File: src/rtl/tx_frame_seq_pkg.sv
package tx_frame_seq_pkg;

  localparam int DATA_W = 8;
  localparam int CRC_W  = 16;

  typedef enum logic [3:0] {
    S_IDLE, S_CLKWR, S_LENRD, S_OPEN, S_RD, S_PAY,
    S_HI, S_LO, S_CLOSE, S_WAIT, S_DONE
  } seqState_t;

  typedef struct packed {
    logic loadLen;
    logic clrIdx;
    logic incIdx;
    logic loadByte;
    logic latchClk;
  } seqCtl_t;

endpackage

File: src/rtl/tx_frame_seq_dp.sv
module tx_frame_seq_dp
  import tx_frame_seq_pkg::*;
#(
  parameter int ADDR_W  = 8,
  parameter int MAX_LEN = 253
) (
  input  logic              clk,
  input  logic              rstN,
  input  seqCtl_t           ctl,
  input  logic [DATA_W-1:0] memRdData,
  input  logic              clkOk,
  output logic [ADDR_W-1:0] idx,
  output logic [DATA_W-1:0] byteReg,
  output logic              idxLast,
  output logic              lenValid,
  output logic              clkChanged,
  output logic [DATA_W-1:0] clkByte
);

  localparam logic [DATA_W-1:0] MAX_L = DATA_W'(MAX_LEN);

  logic [DATA_W-1:0] lenReg;
  logic              clkPrev;
  logic              clkVal;

  always_ff @(posedge clk or negedge rstN) begin
    if (!rstN) begin
      lenReg  <= '0;
      idx     <= '0;
      byteReg <= '0;
      clkPrev <= 1'b0;
      clkVal  <= 1'b0;
    end else begin
      clkPrev <= clkOk;
      if (ctl.loadLen)  lenReg  <= memRdData;
      if (ctl.clrIdx)   idx     <= '0;
      else if (ctl.incIdx) idx  <= idx + ADDR_W'(1);
      if (ctl.loadByte) byteReg <= memRdData;
      if (ctl.latchClk) clkVal  <= clkOk;
    end
  end

  always_comb begin
    idxLast    = (idx + ADDR_W'(1)) == ADDR_W'(lenReg);
    lenValid   = (memRdData != '0) && (memRdData <= MAX_L);
    clkChanged = clkOk != clkPrev;
    clkByte    = clkVal ? '1 : '0;
  end

  // the fetch index never runs past the loaded length
  p_idx_bound_r2: assert property (@(posedge clk) disable iff (!rstN)
    (lenReg == '0) || (ADDR_W'(lenReg) > idx));

endmodule

File: src/rtl/tx_frame_seq_ctl.sv
module tx_frame_seq_ctl
  import tx_frame_seq_pkg::*;
#(
  parameter int                ADDR_W    = 8,
  parameter int                LEN_OFS   = 255,
  parameter int                CLK_OFS   = 254,
  parameter logic [DATA_W-1:0] FLAG_BYTE = 8'h7E
) (
  input  logic              clk,
  input  logic              rstN,
  input  logic              clkOk,
  input  logic              clkRegWr,
  input  logic              lenRegWr,
  input  logic              memAck,
  input  logic              serNext,
  input  logic [CRC_W-1:0]  crcIn,
  input  logic [ADDR_W-1:0] idx,
  input  logic [DATA_W-1:0] byteReg,
  input  logic              idxLast,
  input  logic              lenValid,
  input  logic              clkChanged,
  input  logic [DATA_W-1:0] clkByte,
  output seqCtl_t           ctl,
  output logic              memReq,
  output logic              memWe,
  output logic [ADDR_W-1:0] memAddr,
  output logic [DATA_W-1:0] memWrData,
  output logic              serValid,
  output logic              serFlag,
  output logic [DATA_W-1:0] serData,
  output logic              crcClr,
  output logic              crcEn,
  output logic              txIrq
);

  localparam logic [ADDR_W-1:0] LEN_A = ADDR_W'(LEN_OFS);
  localparam logic [ADDR_W-1:0] CLK_A = ADDR_W'(CLK_OFS);
  localparam logic [DATA_W-1:0] DONE_CODE = '1;

  seqState_t state, stateNx, retState, retNx;
  logic lenPend, clkPend, clkLoud;
  logic busy, startLen, startClk;

  assign busy     = !(state inside {S_IDLE, S_CLKWR, S_LENRD});
  assign startClk = (state == S_IDLE) && clkPend;
  assign startLen = (state == S_IDLE) && !clkPend && lenPend;

  always_comb begin
    stateNx = state;
    retNx   = retState;
    unique case (state)
      S_IDLE:  if (clkPend) stateNx = S_CLKWR;
               else if (lenPend) stateNx = S_LENRD;
      S_CLKWR: if (memAck) stateNx = S_IDLE;
      S_LENRD: if (memAck) stateNx = (lenValid && clkOk) ? S_OPEN : S_IDLE;
      S_OPEN:  begin stateNx = S_WAIT; retNx = S_RD; end
      S_RD:    if (memAck) stateNx = S_PAY;
      S_PAY:   begin stateNx = S_WAIT; retNx = idxLast ? S_HI : S_RD; end
      S_HI:    begin stateNx = S_WAIT; retNx = S_LO; end
      S_LO:    begin stateNx = S_WAIT; retNx = S_CLOSE; end
      S_CLOSE: begin stateNx = S_WAIT; retNx = S_DONE; end
      S_WAIT:  if (serNext) stateNx = retState;
      S_DONE:  if (memAck) stateNx = S_IDLE;
      default: stateNx = S_IDLE;
    endcase
  end

  always_comb begin
    ctl          = '0;
    ctl.latchClk = startClk;
    ctl.loadLen  = (state == S_LENRD) && memAck && lenValid && clkOk;
    ctl.clrIdx   = ctl.loadLen;
    ctl.loadByte = (state == S_RD) && memAck;
    ctl.incIdx   = (state == S_PAY) && !idxLast;

    memReq    = state inside {S_CLKWR, S_LENRD, S_RD, S_DONE};
    memWe     = state inside {S_CLKWR, S_DONE};
    memAddr   = (state == S_CLKWR) ? CLK_A : (state == S_RD) ? idx : LEN_A;
    memWrData = (state == S_CLKWR) ? clkByte : (state == S_DONE) ? DONE_CODE : '0;

    serValid = state inside {S_OPEN, S_PAY, S_HI, S_LO, S_CLOSE};
    serFlag  = state inside {S_OPEN, S_CLOSE};
    unique case (state)
      S_PAY:   serData = byteReg;
      S_HI:    serData = crcIn[CRC_W-1 -: DATA_W];
      S_LO:    serData = crcIn[DATA_W-1:0];
      S_OPEN,
      S_CLOSE: serData = FLAG_BYTE;
      default: serData = '0;
    endcase
    crcClr = state == S_OPEN;
    crcEn  = state == S_PAY;
  end

  always_ff @(posedge clk or negedge rstN) begin
    if (!rstN) begin
      state    <= S_IDLE;
      retState <= S_IDLE;
      lenPend  <= 1'b0;
      clkPend  <= 1'b0;
      clkLoud  <= 1'b0;
      txIrq    <= 1'b0;
    end else begin
      state    <= stateNx;
      retState <= retNx;
      txIrq    <= memAck && ((state == S_DONE) || (state == S_CLKWR && clkLoud));

      if (lenRegWr && !busy) lenPend <= 1'b1;
      else if (startLen)     lenPend <= 1'b0;

      if (clkChanged) begin
        clkPend <= 1'b1;
        clkLoud <= 1'b1;
      end else if (clkRegWr) begin
        clkPend <= 1'b1;
      end else if (state == S_CLKWR && memAck) begin
        clkPend <= 1'b0;
        clkLoud <= 1'b0;
      end
    end
  end

  // request and its qualifiers hold until acknowledged
  p_req_hold_r11: assert property (@(posedge clk) disable iff (!rstN)
    (memReq && !memAck) |=> (memReq && $stable(memAddr) && $stable(memWe) && $stable(memWrData)));

  // a byte is presented for a single cycle only
  p_valid_gap_r5: assert property (@(posedge clk) disable iff (!rstN)
    serValid |=> !serValid);

  // while waiting for the serializer, nothing new is presented
  p_next_gate_r5: assert property (@(posedge clk) disable iff (!rstN)
    (state == S_WAIT && !serNext) |=> !serValid);

  // the clear is never immediately followed by a CRC step
  p_clr_then_wait_r6: assert property (@(posedge clk) disable iff (!rstN)
    crcClr |=> !crcEn);

  // interrupt is a single-cycle pulse
  p_irq_pulse_r7: assert property (@(posedge clk) disable iff (!rstN)
    txIrq |=> !txIrq);

endmodule

File: src/rtl/tx_frame_seq.sv
module tx_frame_seq
  import tx_frame_seq_pkg::*;
#(
  parameter int ADDR_W    = 8,
  parameter int MAX_LEN   = 253,
  parameter int LEN_OFS   = 255,
  parameter int CLK_OFS   = 254,
  parameter int FLAG_CODE = 126
) (
  input  logic              clk,
  input  logic              rstN,
  input  logic              clkOk,
  input  logic              clkRegWr,
  input  logic              lenRegWr,
  output logic              memReq,
  output logic              memWe,
  output logic [ADDR_W-1:0] memAddr,
  output logic [7:0]        memWrData,
  input  logic [7:0]        memRdData,
  input  logic              memAck,
  output logic              serValid,
  output logic              serFlag,
  output logic [7:0]        serData,
  input  logic              serNext,
  output logic              crcClr,
  output logic              crcEn,
  input  logic [15:0]       crcIn,
  output logic              txIrq
);

  localparam logic [DATA_W-1:0] FLAG_BYTE = DATA_W'(FLAG_CODE);

  seqCtl_t           ctl;
  logic [ADDR_W-1:0] idx;
  logic [DATA_W-1:0] byteReg;
  logic [DATA_W-1:0] clkByte;
  logic              idxLast, lenValid, clkChanged;

  tx_frame_seq_dp #(.ADDR_W(ADDR_W), .MAX_LEN(MAX_LEN)) u_dp (
    .clk(clk), .rstN(rstN), .ctl(ctl), .memRdData(memRdData), .clkOk(clkOk),
    .idx(idx), .byteReg(byteReg), .idxLast(idxLast), .lenValid(lenValid),
    .clkChanged(clkChanged), .clkByte(clkByte)
  );

  tx_frame_seq_ctl #(.ADDR_W(ADDR_W), .LEN_OFS(LEN_OFS), .CLK_OFS(CLK_OFS),
                     .FLAG_BYTE(FLAG_BYTE)) u_ctl (
    .clk(clk), .rstN(rstN), .clkOk(clkOk), .clkRegWr(clkRegWr),
    .lenRegWr(lenRegWr), .memAck(memAck), .serNext(serNext), .crcIn(crcIn),
    .idx(idx), .byteReg(byteReg), .idxLast(idxLast), .lenValid(lenValid),
    .clkChanged(clkChanged), .clkByte(clkByte), .ctl(ctl),
    .memReq(memReq), .memWe(memWe), .memAddr(memAddr), .memWrData(memWrData),
    .serValid(serValid), .serFlag(serFlag), .serData(serData),
    .crcClr(crcClr), .crcEn(crcEn), .txIrq(txIrq)
  );

endmodule

File: config.mk
export PLATFORM = sky130hd
export DESIGN_NAME = tx_frame_seq
export DESIGN_NICKNAME = d
export VERILOG_FILES = /design/src/rtl/tx_frame_seq_pkg.sv /design/src/rtl/tx_frame_seq_dp.sv /design/src/rtl/tx_frame_seq_ctl.sv /design/src/rtl/tx_frame_seq.sv
export SDC_FILE = /design/constraint.sdc
export NUM_CORES = 1
export LEC_CHECK = 0
export BUFFER_PORTS_ARGS = -buffer_cell sky130_fd_sc_hd__buf_2
export CAP_MARGIN = 20
export CORE_UTILIZATION = 30
export DETAILED_ROUTE_END_ITERATION = 7
export PLACE_DENSITY = 0.52
export SYNTH_ARGS = -nofsm -noshare
export SYNTH_HDL_FRONTEND = slang
export SYNTH_HIERARCHICAL = 1
export SYNTH_SLANG_ARGS = --single-unit
File: constraint.sdc
create_clock -name clk -period 2.2 [get_ports clk]
set_input_delay 0.22 -clock clk [delete_from_list [all_inputs] [get_ports clk]]
set_output_delay 0.22 -clock clk [all_outputs]
set_load 0.01 [all_outputs]
Word-level counts from Yosys, hierarchy flattened --
Cells that the tools add are included.
Storage, ports and cells: word-level logic and storage cells 89, memories 0, input bits 31, bits in latches 0, register bits 38, output and inout bits 31, memory bits (read-only) 0, bits in writable memories 0
Cells by class: multiply operators 0, add/sub/neg operators 1, reduce and logical (&&, ||, !) cells 33, eq/ne operators 18, bitwise operators 0, mux-type cells 25, div/mod/pow operators 0, order comparisons 1, shifts and indexed selects 0
Operators by type and width (count):
- 8-bit two-way mux | 7
- 8-bit case mux with 4 select lines | 1
- 4-bit two-way mux | 6
- 4-bit case mux with 6 select lines | 1
- 4-bit case mux with 5 select lines | 1
- 4-bit by 3-bit == test with 1-bit output (second input constant) | 4
- 1-bit logical AND | 14
- 4-bit == test (second input constant) | 3
- 2-bit nonzero test | 5
- 8-bit by 1-bit adder with 8-bit output (second input constant) | 1
- 4-bit by 2-bit == test with 1-bit output (second input constant) | 2
- 8-bit == test | 1
- 8-bit less-or-equal comparator (second input constant) | 1
- 8-bit nonzero test | 1
- 1-bit two-way mux | 7
- 2-bit != test (second input constant) | 3
- 3-bit nonzero test | 2
- 5-bit AND reduction | 1
- 5-bit nonzero test | 1
- 5-bit OR reduction | 1
- 4-bit by 1-bit == test with 1-bit output (second input constant) | 1
- 4-bit zero test | 1
- 2-bit two-way mux | 2
- 2-bit by 1-bit != test with 1-bit output (second input constant) | 2
- 7 further kinds | 9

Depth between registers and ports, before layout --
word-level depth 6, mapped depth 11, mapped depth without buffers 9

By module --
The synthesis kept the hierarchy.
By module, submodules not included:
- tx_frame_seq_dp | times used 1, seq. area each 650.6 um^2, area an instance 1325.0 um^2, cells an instance 116
- tx_frame_seq_ctl | times used 1, seq. area each 300.3 um^2, area an instance 1223.7 um^2, cells an instance 165

Worst setup path before layout --
OpenSTA, ideal clock, no wires.
kind reg-to-reg, start point reg u_dp.idx[0], end point reg u_dp.idx[6], library setup time 78 ps, buffers on the path 1, slack -49 ps, stages on the path, launching flop included 11, period minus slack after synthesis 2249 ps, arrival time 2172 ps, required time 2122 ps, path through dfrtp_1 -> ha_1 -> nand2b_1 -> a21o_1 -> a31oi_1 -> nor4_2 -> nor3_1 -> buf_2 -> nand4_1 -> or3_1 -> a21oi_1
RTL lines:
- from (decl) | line tx_frame_seq_dp.sv:12 | output logic [ADDR_W-1:0] idx,
- from (signal assigned) | line tx_frame_seq_dp.sv:37 | else if (ctl.incIdx) idx <= idx + ADDR_W'(1);

==> qor.csv <==
stage,metric,value,unit
floorplanning,Starting Density,31.0,%
drt,initial DRC count,193,
floorplanning,Rows,33,
critical_path,"critical path fanouts, max",7,
clock_network,Max Buffers Root-to-Sink,2,
synth,Post-synth EDFFs,0,
sta,Setup Skew,0.00708,ns
synth,Synth area leader,dfrtp_1,
sta,max-slew violation count,0,
clock_network,CTS clock-pin slew for the worst setup and hold paths,0.08,ns
drt,DR WL/cell,14.7,um
drt,DR pass1 iterations,4,
synth,post-synth top area share,37.3,%
power_and_ir_drop,Seq pwr share,30.6,%
critical_path,Worst setup EP type,flip-flop,
grt,pin count of the biggest net entering global routing,39,
drt,Vias/cell,5.03,
synth,cells after synthesis,281,
status,status,finished clean,
clock_network,CTS tree,yes,
sta,max frequency,0.469,GHz
sta,Worst Max-Slew Pin Slew,0.858,ns
power_and_ir_drop,sw frac,38.1,%
sta,# setup viols final,0,
synth,ranking of synthesized cells by area,"dfrtp_1 (37%), mux2_1 (8.8%), a21oi_1 (5.3%), nand2b_1 (3.7%), mux2_2 (3.5%)",
clock_network,CTS buffer count,5,
sta,period utilisation layout,97.0,%
floorplanning,Die Y,94.2,um
drt,drt drc,0,
power_and_ir_drop,Logic pwr share,50.5,%
critical_path,Worst Path Required,2.38,ns
floorplanning,core footprint,0.00822,mm2
synth,warnings from Yosys,6,
drt,post-route antenna net violation count,0,
sta,"Min Clock Period, post-route",2.13,ns
finish,share of cells above drive strength 1,34.1,%
grt,first-pass GRT wire length,10600,um
finish,Ant. Diodes,0,
power_and_ir_drop,P_int,2.45,mW
placement,DP Wirelength,4920,um
placement,Port Buffers,61,
critical_path,crit path DAT,2.31,ns
power_and_ir_drop,Static Leak,1.42,nW
sta,Slew HR,42.8,%
clock_network,Clock Tree Root,clkbuf_8,
floorplanning,Chip Width,94.2,um
grt,number of antenna violations at the first check in global routing,0,
floorplanning,Top-Level Pins,62,
synth,"Primary FF master, synth",dfrtp_1,
power_and_ir_drop,PwrDens,1240,mW/mm2
clock_network,H-tree depth,2,
sta,TNS Setup,0,ns
finish,Final #Nets,374,
synth,register area share after synthesis,37.3,%
flow_run,Max Cap Viol,0,
finish,most frequent cells in the layout,"buf_2 (62), dfrtp_1 (36), a21oi_1 (26)",
sta,final hold vios,0,
drt,final WL,6590,um
synth,post-synthesis register bit count,38,
critical_path,crit path kind,flip-flop to flip-flop,
synth,synthesized area per cell,9.07,um2
synth,Post-synth ARST share,100,%
drt,total vias in the final route,2255,
critical_path,startpoint types,flip-flop,
synth,net count after synthesis,313,
synth,mapped cell area,0.00255,mm2
hold_path,HP Class,input port to async pin,
placement,Final Wtd Congestion,0.853,
power_and_ir_drop,NetSw,1.51,mW
grt,vias in the first global route,2110,
power_and_ir_drop,Clock power frac,18.8,%
synth,"Distinct cells, synth",50,
finish,"commonest non-fill, non-tap cell in the layout",buf_2,
clock_network,hold_buf cts,0,
clock_network,clock latency on the worst-skew pair,0.29,ns
clock_network,Sink Count,38,
grt,total gr overflow,0,
power_and_ir_drop,Peak VDD IR,387,uV
power_and_ir_drop,overall power consumption,3.96,mW
grt,Overall Global Routing Usage,15.4,%
finish,Area Growth Syn to Fin,25.1,%
floorplanning,DIE AREA,0.00887,mm2
==> synthesized netlist by cell type, types with 6 or more instances <==
cell and n:
dfrtp_1 38, a21oi_1 27, nor2_1 24, mux2_1 20, nand2_1 19, nand2b_1 15, o21ai_0 13, clkbuf_1 12
buf_4 10, xor2_1 10, mux2_2 8, xnor2_1 7, a22o_1 6, nand3_1 6, nor3_1 6
==> worst paths after layout <==
path                                             startpoint                           to  slack [ns]  cells after the start
max in group asynchronous                              rstN   u_ctl/state[0]$_DFFE_PN0P_        1.57                      1
worst min-delay path                                   rstN  u_dp/byteReg[0]$_DFFE_PN0P_        0.03                      1
worst max-delay path                u_dp/idx[3]$_DFFE_PN0P_      u_dp/idx[5]$_DFFE_PN0P_        0.07                     10
worst min register to register  u_dp/byteReg[7]$_DFFE_PN0P_  u_dp/byteReg[7]$_DFFE_PN0P_        0.50                      1
worst max register to register      u_dp/idx[3]$_DFFE_PN0P_      u_dp/idx[5]$_DFFE_PN0P_        0.07                     10
min in group clk                                      clkOk       u_dp/clkPrev$_DFF_PN0_        0.12                      1
==> routing by layer <==
metal  track usage (%)  up-vias  wire [um]
met5                 0        -          0
met4              5.38        0         93
met3              2.75        8        333
met2              23.2       68       3020
met1              22.0     1076       3140
li1                  -     1103          -
==> sequential cells by signal (all words and copies together) (netlist names) <==
register,flops
u_dp/clkPrev,1
u_dp/idx,8
u_dp/byteReg,8
u_ctl/retState,4
u_ctl/clkLoud,1
u_ctl/txIrq,1
u_ctl/state,4
u_ctl/clkPend,1
u_dp/clkVal,1
u_dp/lenReg,8
u_ctl/lenPend,1
==> critical path, stage by stage, from the launching register on <==
cell	delay, ns
dfrtp_1	0.42
buf_4	0.19
xor2_2	0.21
xnor2_2	0.13
o2111ai_1	0.12
nor4_2	0.38
nor3_2	0.08
buf_4	0.17
nand4_1	0.11
xor2_1	0.17
nor2_1	0.05
==> area by class of cell <==
class	count	area, um2
Inverter	3	11.3
Multi-Input combinational cell	209	1460
Tap cell	105	131
Clock buffer	6	82.6
Clock inverter	2	60.1
Fill cell	829	5030
Sequential cell	38	953
Timing Repair Buffer	85	490
==> stage by stage <==
stage | util [%] | setup slack (ns) | std cells | cell area [um2] | hold slack (ns)
final | 38.8 | 0.0669 | 448 | 3190 | 0.0285
after global routing | 38.8 | -0.0342 | 448 | 3190 | 0.115
after floorplan | - | 0.00804 | 281 | 2550 | -0.0756
after global placement | 36.2 | 0.123 | 438 | 2980 | 0.399
after detailed placement | 36.2 | 0.0620 | 438 | 2980 | 0.401
after CTS | 38.0 | 0.00611 | 446 | 3120 | 0.0855
==> logic make-up after synthesis <==
logic type / count (synthesis) / synth area share (%)
AND/OR/NAND/NOR: 97 / 20.3
adder cells (fa/ha/maj): 1 / 0.491
buffers and inverters: 34 / 7.31
multiplexers: 29 / 12.8
flip-flops: 38 / 37.3
XOR/XNOR: 17 / 5.84
AO/OA/AOI/OAI: 65 / 16.0
==> repair_timing <==
action	4_1_cts	5_1_grt
gates cloned	0	1
setup endpoints to repair	3	21
resized for setup	1	15
pin swaps	0	3
buffers inserted	0	1
==> power groups by stage <==
stage | logic (mW) | registers [mW] | clock network [mW]
finish | 2.00 | 1.21 | 0.746
global route | 2.22 | 1.26 | 0.793
CTS | 1.92 | 1.21 | 0.763
detailed placement | 1.91 | 1.22 | 0
global placement | 1.90 | 1.21 | 0
floorplan | 1.49 | 1.15 | 0
Power figures use the tool's default switching activity.
